`src/rtl/i2c_pin_takeover_pkg.sv`:
```
package i2c_pin_takeover_pkg;
  localparam int NUM_PINS = 2;
  localparam int PIN_SCL  = 0;
  localparam int PIN_SDA  = 1;

  // Register offsets; bit positions inside each register follow the pin index.
  typedef enum logic [2:0] {
    OFS_MODE  = 3'd0,
    OFS_DIR   = 3'd1,
    OFS_LEVEL = 3'd2,
    OFS_SET   = 3'd3,
    OFS_CLR   = 3'd4
  } reg_ofs_e;
endpackage

```
`src/rtl/i2c_pin_sync.sv`:
```
module i2c_pin_sync #(
  parameter int WIDTH  = 2,
  parameter int STAGES = 2,
  parameter logic [WIDTH-1:0] RST_VAL = '1
) (
  input  logic             clk,
  input  logic             rst,
  input  logic [WIDTH-1:0] d,
  output logic [WIDTH-1:0] q
);
  logic [WIDTH-1:0] chain [STAGES];

  generate
    for (genvar s = 0; s < STAGES; s++) begin : g_stage
      always_ff @(posedge clk) begin
        if (rst) chain[s] <= RST_VAL;
        else if (s == 0) chain[s] <= d;
        else chain[s] <= chain[(s == 0) ? 0 : s-1];
      end
    end
  endgenerate

  assign q = chain[STAGES-1];
endmodule

```
`src/rtl/i2c_pin_regs.sv`:
```
module i2c_pin_regs
  import i2c_pin_takeover_pkg::*;
#(
  parameter int DATA_W = 16,
  parameter int ADDR_W = 3
) (
  input  logic                clk,
  input  logic                rst,
  input  logic [ADDR_W-1:0]   addr,
  input  logic                wr,
  input  logic [DATA_W-1:0]   wdata,
  input  logic [NUM_PINS-1:0] level,
  output logic [DATA_W-1:0]   rdata,
  output logic                mode_q,
  output logic [NUM_PINS-1:0] dir_q,
  output logic [NUM_PINS-1:0] out_q
);
  localparam int PAD_W = DATA_W - NUM_PINS;

  logic hit_mode, hit_dir, hit_set, hit_clr;
  logic [DATA_W-1:0] rd_next;

  assign hit_mode = wr && (addr == ADDR_W'(OFS_MODE));
  assign hit_dir  = wr && (addr == ADDR_W'(OFS_DIR));
  assign hit_set  = wr && (addr == ADDR_W'(OFS_SET));
  assign hit_clr  = wr && (addr == ADDR_W'(OFS_CLR));

  always_ff @(posedge clk) begin
    if (rst) begin
      mode_q <= 1'b0;
      dir_q  <= '0;
    end else begin
      if (hit_mode) mode_q <= wdata[0];
      if (hit_dir)  dir_q  <= wdata[NUM_PINS-1:0];
    end
  end

  // Per-pin write-one set/clear latches, reset released (high).
  generate
    for (genvar p = 0; p < NUM_PINS; p++) begin : g_latch
      always_ff @(posedge clk) begin
        if (rst) out_q[p] <= 1'b1;
        else if (hit_set && wdata[p]) out_q[p] <= 1'b1;
        else if (hit_clr && wdata[p]) out_q[p] <= 1'b0;
      end
    end
  endgenerate

  always_comb begin
    rd_next = '0;
    case (addr)
      ADDR_W'(OFS_MODE):  rd_next = {{(DATA_W-1){1'b0}}, mode_q};
      ADDR_W'(OFS_DIR):   rd_next = {{PAD_W{1'b0}}, dir_q};
      ADDR_W'(OFS_LEVEL): rd_next = {{PAD_W{1'b0}}, level};
      ADDR_W'(OFS_SET):   rd_next = {{PAD_W{1'b0}}, out_q};
      default:            rd_next = '0;
    endcase
  end

  always_ff @(posedge clk) begin
    if (rst) rdata <= '0;
    else rdata <= rd_next;
  end
endmodule

```
`src/rtl/i2c_pin_drive.sv`:
```
module i2c_pin_drive (
  input  logic clk,
  input  logic rst,
  input  logic takeover,
  input  logic is_output,
  input  logic latch,
  input  logic eng_pull,
  output logic pull
);
  logic pull_next;

  always_comb begin
    if (takeover) pull_next = is_output && !latch;
    else pull_next = eng_pull;
  end

  always_ff @(posedge clk) begin
    if (rst) pull <= 1'b0;
    else pull <= pull_next;
  end
endmodule

```
`src/rtl/i2c_pin_takeover.sv`:
```
module i2c_pin_takeover
  import i2c_pin_takeover_pkg::*;
#(
  parameter int DATA_W      = 16,
  parameter int ADDR_W      = 3,
  parameter int SYNC_STAGES = 2
) (
  input  logic              clk,
  input  logic              rst,
  input  logic [ADDR_W-1:0] bus_addr,
  input  logic              bus_wr,
  input  logic [DATA_W-1:0] bus_wdata,
  output logic [DATA_W-1:0] bus_rdata,
  input  logic              eng_scl_pull,
  input  logic              eng_sda_pull,
  input  logic              scl_in,
  input  logic              sda_in,
  output logic              scl_pull,
  output logic              sda_pull,
  output logic              eng_scl_lvl,
  output logic              eng_sda_lvl
);
  logic                mode_q;
  logic [NUM_PINS-1:0] dir_q;
  logic [NUM_PINS-1:0] out_q;
  logic [NUM_PINS-1:0] sync_q;
  logic [NUM_PINS-1:0] pad_raw;
  logic [NUM_PINS-1:0] eng_req;
  logic [NUM_PINS-1:0] pull_vec;

  assign pad_raw[PIN_SCL] = scl_in;
  assign pad_raw[PIN_SDA] = sda_in;
  assign eng_req[PIN_SCL] = eng_scl_pull;
  assign eng_req[PIN_SDA] = eng_sda_pull;

  i2c_pin_sync #(
    .WIDTH(NUM_PINS), .STAGES(SYNC_STAGES), .RST_VAL('1)
  ) u_sync (
    .clk(clk), .rst(rst), .d(pad_raw), .q(sync_q)
  );

  i2c_pin_regs #(
    .DATA_W(DATA_W), .ADDR_W(ADDR_W)
  ) u_regs (
    .clk(clk), .rst(rst), .addr(bus_addr), .wr(bus_wr), .wdata(bus_wdata),
    .level(sync_q), .rdata(bus_rdata),
    .mode_q(mode_q), .dir_q(dir_q), .out_q(out_q)
  );

  generate
    for (genvar p = 0; p < NUM_PINS; p++) begin : g_pad
      i2c_pin_drive u_drv (
        .clk(clk), .rst(rst), .takeover(mode_q), .is_output(dir_q[p]),
        .latch(out_q[p]), .eng_pull(eng_req[p]), .pull(pull_vec[p])
      );
    end
  endgenerate

  assign scl_pull    = pull_vec[PIN_SCL];
  assign sda_pull    = pull_vec[PIN_SDA];
  assign eng_scl_lvl = sync_q[PIN_SCL];
  assign eng_sda_lvl = sync_q[PIN_SDA];
endmodule

```
`config.mk`:
```
export PLATFORM = sky130hd
export DESIGN_NAME = i2c_pin_takeover
export DESIGN_NICKNAME = d
export VERILOG_FILES = /design/src/rtl/i2c_pin_takeover_pkg.sv /design/src/rtl/i2c_pin_sync.sv /design/src/rtl/i2c_pin_regs.sv /design/src/rtl/i2c_pin_drive.sv /design/src/rtl/i2c_pin_takeover.sv
export SDC_FILE = /design/constraint.sdc
export NUM_CORES = 1
export LEC_CHECK = 0
export ABC_CLOCK_PERIOD_IN_PS = 1670
export BUFFER_PORTS_ARGS = -buffer_cell sky130_fd_sc_hd__buf_2
export CORE_MARGIN = 2
export CORE_UTILIZATION = 41
export DETAILED_ROUTE_END_ITERATION = 8
export PLACE_DENSITY = 0.85
export RECOVER_POWER = 100
export SYNTH_ARGS = -nofsm -noshare
export SYNTH_HDL_FRONTEND = slang
export SYNTH_SLANG_ARGS = --single-unit
export TNS_END_PERCENT = 50
```
`constraint.sdc`:
```
create_clock -name clk -period 1.67 [get_ports clk]
set_input_delay 0.334 -clock clk [delete_from_list [all_inputs] [get_ports clk]]
set_output_delay 0.334 -clock clk [all_outputs]
set_load 0.02 [all_outputs]
```
# Yosys cells after proc, flatten, opt, wreduce, memory -nomap -nowiden
# Memories as Yosys holds them, arrays and structs flattened.
# Cells that the tools add are included.
[totals] regBits=23 ram_bits=4 input_bits=26 output_inout_bits=20 elab_cells=37 memories=1
[op_classes] n_eq_ne=4 muxes=8 bitwise=2 n_reduce_logical=15
[memory_table] name="u_sync.chain" words=2 word_bits=2 read_ports=2 rd_clocked_by_memory_dff=0 wr=2 line_no="i2c_pin_sync.sv:11" source="logic [WIDTH-1:0] chain [STAGES];"
[ops] cell="$logic_and A1 B1 Y1" n=10
[ops] cell="$pmux W2 S4" n=1
[ops] cell="$eq A3 B2 Y1 const B" n=2
[ops] cell="$mux W1" n=5
[ops] cell="$mux W2" n=2
[ops] cell="$reduce_or A2 Y1" n=2
[ops] cell="$eq A3 B1 Y1 const B" n=1
[ops] cell="$eq A3 B3 Y1 const B" n=1
[ops] cell="$logic_not A3 Y1" n=1
[ops] cell="$logic_not A1 Y1" n=2
[ops] cell="$or A1 B1 Y1" n=2

# Longest topological paths before layout
[logic_depth] word_depth=4 mapped_depth=3 mapped_depth_nobuf=3

# Modules after synthesis
# Synthesis repeated with hierarchy kept, for this count alone.
[hier_totals] hier_cells=58 area_unflattened_um2=619.3
[modules_own_cells] mod="i2c_pin_regs" instances=1 cells_per_inst=42 area_per_inst_um2=429.2
[modules_own_cells] mod="i2c_pin_sync" instances=1 cells_per_inst=8 area_per_inst_um2=105.1
[modules_own_cells] mod="i2c_pin_drive" instances=2 cells_per_inst=4 area_per_inst_um2=42.5

# Worst setup path after synthesis
# Ideal clock, no wire load.
[synth_path] path_type="register to register" startpoint="mem u_sync.chain[1][0]" endpoint="reg u_regs.rdata[0]" setup_time_ns=0.128 arrival_ns=0.980 path_slack_ns=0.561 path_stages_with_launch=3 cell_sequence="dfxtp_1 mux4_1 nor3b_1"
[synth_lines] item="from (decl)" line_no="i2c_pin_sync.sv:11"
[synth_lines] item="to (signal assigned)" line_no="i2c_pin_regs.sv:62" source="else rdata <= rd_next;"
[synth_lines] item="to (decl)" line_no="i2c_pin_regs.sv:13" source="output logic [DATA_W-1:0] rdata,"

==> metrics.md <==
| Metric | Value |
|---|---|
| RR Startpoint | u_regs.mode_q |
| Async S/R FF share, synth | 0% |
| Mapped cell area | a little over 600 sq um |
| First-pass GRT wire length | 1759 um |
| DR DRC count | 0 |
| Drt via density | between 4 and 5 |
| Sum Neg Setup Slack | 0 ps |
| Initial drt markers | 4 |
| Fin. max-slew vios | 0 |
| Seq/Total Area, Yosys | between 40 and 50% |
| Cell chain of the critical path | clkbuf_1 |
| P&R area growth vs syn | 9.856% |
| Clk root buf | clkbuf_4 |
| WP data required | 1340 ps |
| CP max stage delay | ~330 ps |
| Nets@finish | approximately 110 |
| RSZ-0062 raised after global routing | false |
| Hpwl dp | just under 800 um |
| Post-CTS Setup Inserts | 0 |
| Max layer used | met3 |
| Peak Freq | between 0.8 and 0.9 GHz |
| Outcome | finished clean |
| Num CTS Buffers | 3 |
| Warnings, synthesis | 0 |
| Max Clock Skew | ~4.1 ps |
| Min-Delay Path Depth | 2 |
| Synth Register Bits | 13 |
| Sw Pwr | about 0.00016 W |
| Reg2reg setup slack | between 500 and 600 ps |
| Die area | 1811 sq um |
| Flop pwr share | between 50% and 60% |
| Worst Hold End | u_sync.chain[0][1] |
| Final worst-path cycle share | a little over two thirds |
| Core box area | between 1000 and 1500 sq um |
| Pre-antenna DRT Iters | 4 |
| Filler cells | 134 |
| Overflow after GRT | 0 |
| Final Hold Vio Count | 0 |
| Clock Latency Late Sink | approximately 270 ps |
| VDD IR-drop max | between 0.0004 and 0.0005 V |
| Number of synthesized flops with an enable pin | 0 |
| Worst Tran Pin Value | approximately 500 ps |
| Die height | between 40 and 50 um |
| Worst Path Max Fanout | 2 |
| Ports | 46 |
| Mapped Avg Cell Area | 10.33 sq um |
| WP data arrival | 840 ps |
| Worst path slowest cell | dfxtp_1 |
| Post-synth top area share | around 43% |
| Lkg Pwr | approximately 0.29 nW |
| CTS Buffer Depth | 2 |
| Largest cells by area after synthesis | dfxtp_1 43%, buf_4 17%, mux2i_1 4.9% |
| Die W | 42.55 um |
| Post-CTS sizing | 0 |
| Hold_buf cts | 0 |
| Crit Path Category | flip-flop to primary output |
| Largest net degree at the start of global routing | 14 |
| Routed met2 length | 503 um |
| Internal Power | 0.0004370 W |
| Layout cells sized above 1 | 23.08% |
| Clk slew on worst S/H paths | around 80 ps |
| Hold_sp | sda_in |
| H-tree levels | 1 |
| Pwr dens | about 900 nW/um^2 |
| Post-Route WL | ~1000 um |
| Antenna violations before repair | 0 |
| Final setup vio count | 0 |
| CP Capture Type | primary output |
| PortBufs | 17 |
| Antenna diode count | 0 |
| Routed length per placed instance | about 11 um |
| Headroom to the max-slew limit | roughly two thirds |
| Cell count after synthesis | between 50 and 60 |
| Net Sw Frac | between 20% and 30% |
| Most common cell after layout, fill and taps aside | conb_1 |
| CP Buf/Inv Count | 1 |
| Delay-heaviest family, CP | flip-flops |
| Total GRT Usage | 13.23% |
| Vias in the first global route | between 400 and 500 |
| Cell taking the most area after synthesis | dfxtp_1 |
| GPL Wtd Cong | just over 0.8 |
| Routed Antenna Nets | 0 |
| Clk sinks | 13 |
| Core Rows | 13 |
| Worst Setup Start Kind | flip-flop |
| Critical R2R Capture | u_regs.rdata[0] |
| Initial Utilization | 45.13% |
| Most frequent cells in the layout | 14 x conb_1, 13 x dfxtp_1, 9 x clkbuf_1, 8 x buf_2 |
| Routed wl met3 | between 90 and 100 um |
| Final hold slack | 236.2 ps |
| Via count | between 400 and 500 |
| Comb pwr share | between 10% and 20% |
| Yosys cell types | 20 |
| Worst r2r path cells | 2 |
| Minimum clock period | 1170 ps |
| MaxCap Viol Count | 0 |
| Worst Hold Class | primary input to flip-flop |
| Primary FF master, synth | dfxtp_1 |
| M1 wire length | just over 400 um |
| Clk network pwr share | between 30% and 40% |
| CTS tree | built |
[kinds of logic (layout without fill, tap and decap cells)]
group,after synthesis,count (layout),share of synthesized area [%]
AND/OR/NAND/NOR,20,20,21.97
flip-flops,13,13,42.71
multiplexers,5,5,11.09
AO/OA/AOI/OAI,5,5,5.749
buffers and inverters,15,21,17.86
other,1,14,0.6154
[sequential cells by signal, indices dropped and copies added, names as in the netlist]
| signal | cells |
|---|---|
| u_regs.dir_q | 2 |
| u_regs.mode_q | 1 |
| u_regs.out_q | 2 |
| u_regs.rdata | 2 |
| g_pad.u_drv.pull | 2 |
| u_sync.chain | 4 |
[worst max-delay path by stage]
stage / from / to / slack [ps] / cells past startpoint
finish: u_sync.chain[1][1] / eng_sda_lvl / 500 / 1
global route: u_sync.chain[1][1] / eng_sda_lvl / 430 / 1
CTS: u_sync.chain[1][1] / eng_sda_lvl / 560 / 1
detailed placement: bus_addr[1] / u_regs.rdata[0] / 390 / 3
global placement: bus_addr[1] / u_regs.rdata[0] / 390 / 3
floorplan: u_sync.chain[1][0] / u_regs.rdata[0] / 560 / 2
[metal layers]
| layer | vias up | global-route usage, % |
|---|---|---|
| met1 | 206 | 13.98 |
| met3 | 0 | 7.759 |
| met4 | 0 | 5.000 |
| li1 | 218 | - |
| met5 | - | 0 |
| met2 | 24 | 21.54 |
[synthesized netlist by cell type, types with 2 or more instances]
| cell | count |
|---|---|
| a21oi_1 | 3 |
| nand3b_1 | 2 |
| mux2i_1 | 3 |
| a221o_1 | 2 |
| or2_2 | 4 |
| buf_4 | 14 |
| dfxtp_1 | 13 |
| nand4_1 | 2 |
| nor2_1 | 4 |
| nand2b_1 | 2 |
[cell type report]
class	instances	area, sq um	share of cell area [%]
Sequential cell	13	260.3	38.88
Tap cell	15	18.77	2.804
Multi-Input combinational cell	44	289.0	43.18
Timing Repair Buffer	17	73.82	11.03
Clock inverter	1	5.005	0.7477
Clock buffer	3	22.52	3.364
[through the flow]
stage / cells / utilization (%) / cell area [sq um] / total power, W / worst slack, ps
after detailed placement: 89 / 48.38 / 653.1 / 0.0004231 / 388.8
after global routing: 93 / 49.58 / 669.4 / 0.0006414 / 427.8
final: 93 / 49.58 / 669.4 / 0.0006011 / 499.7
after floorplan: 72 / - / 658.1 / 0.0004175 / 561.3
after global placement: 89 / 48.38 / 653.1 / 0.0004210 / 389.0
after CTS: 93 / 50.42 / 680.7 / 0.0006134 / 563.4
[power groups by stage]
stage | registers, W | logic (W) | clock network (W)
6_report | 0.000326 | 0.0000875 | 0.000187
5_1_grt | 0.000328 | 0.0000958 | 0.000218
4_1_cts | 0.000326 | 0.0000901 | 0.000197
3_5_place_dp | 0.000333 | 0.0000899 | 0
3_3_place_gp | 0.000333 | 0.0000882 | 0
2_1_floorplan | 0.000341 | 0.0000762 | 0
Power figures use the tool's default switching activity.
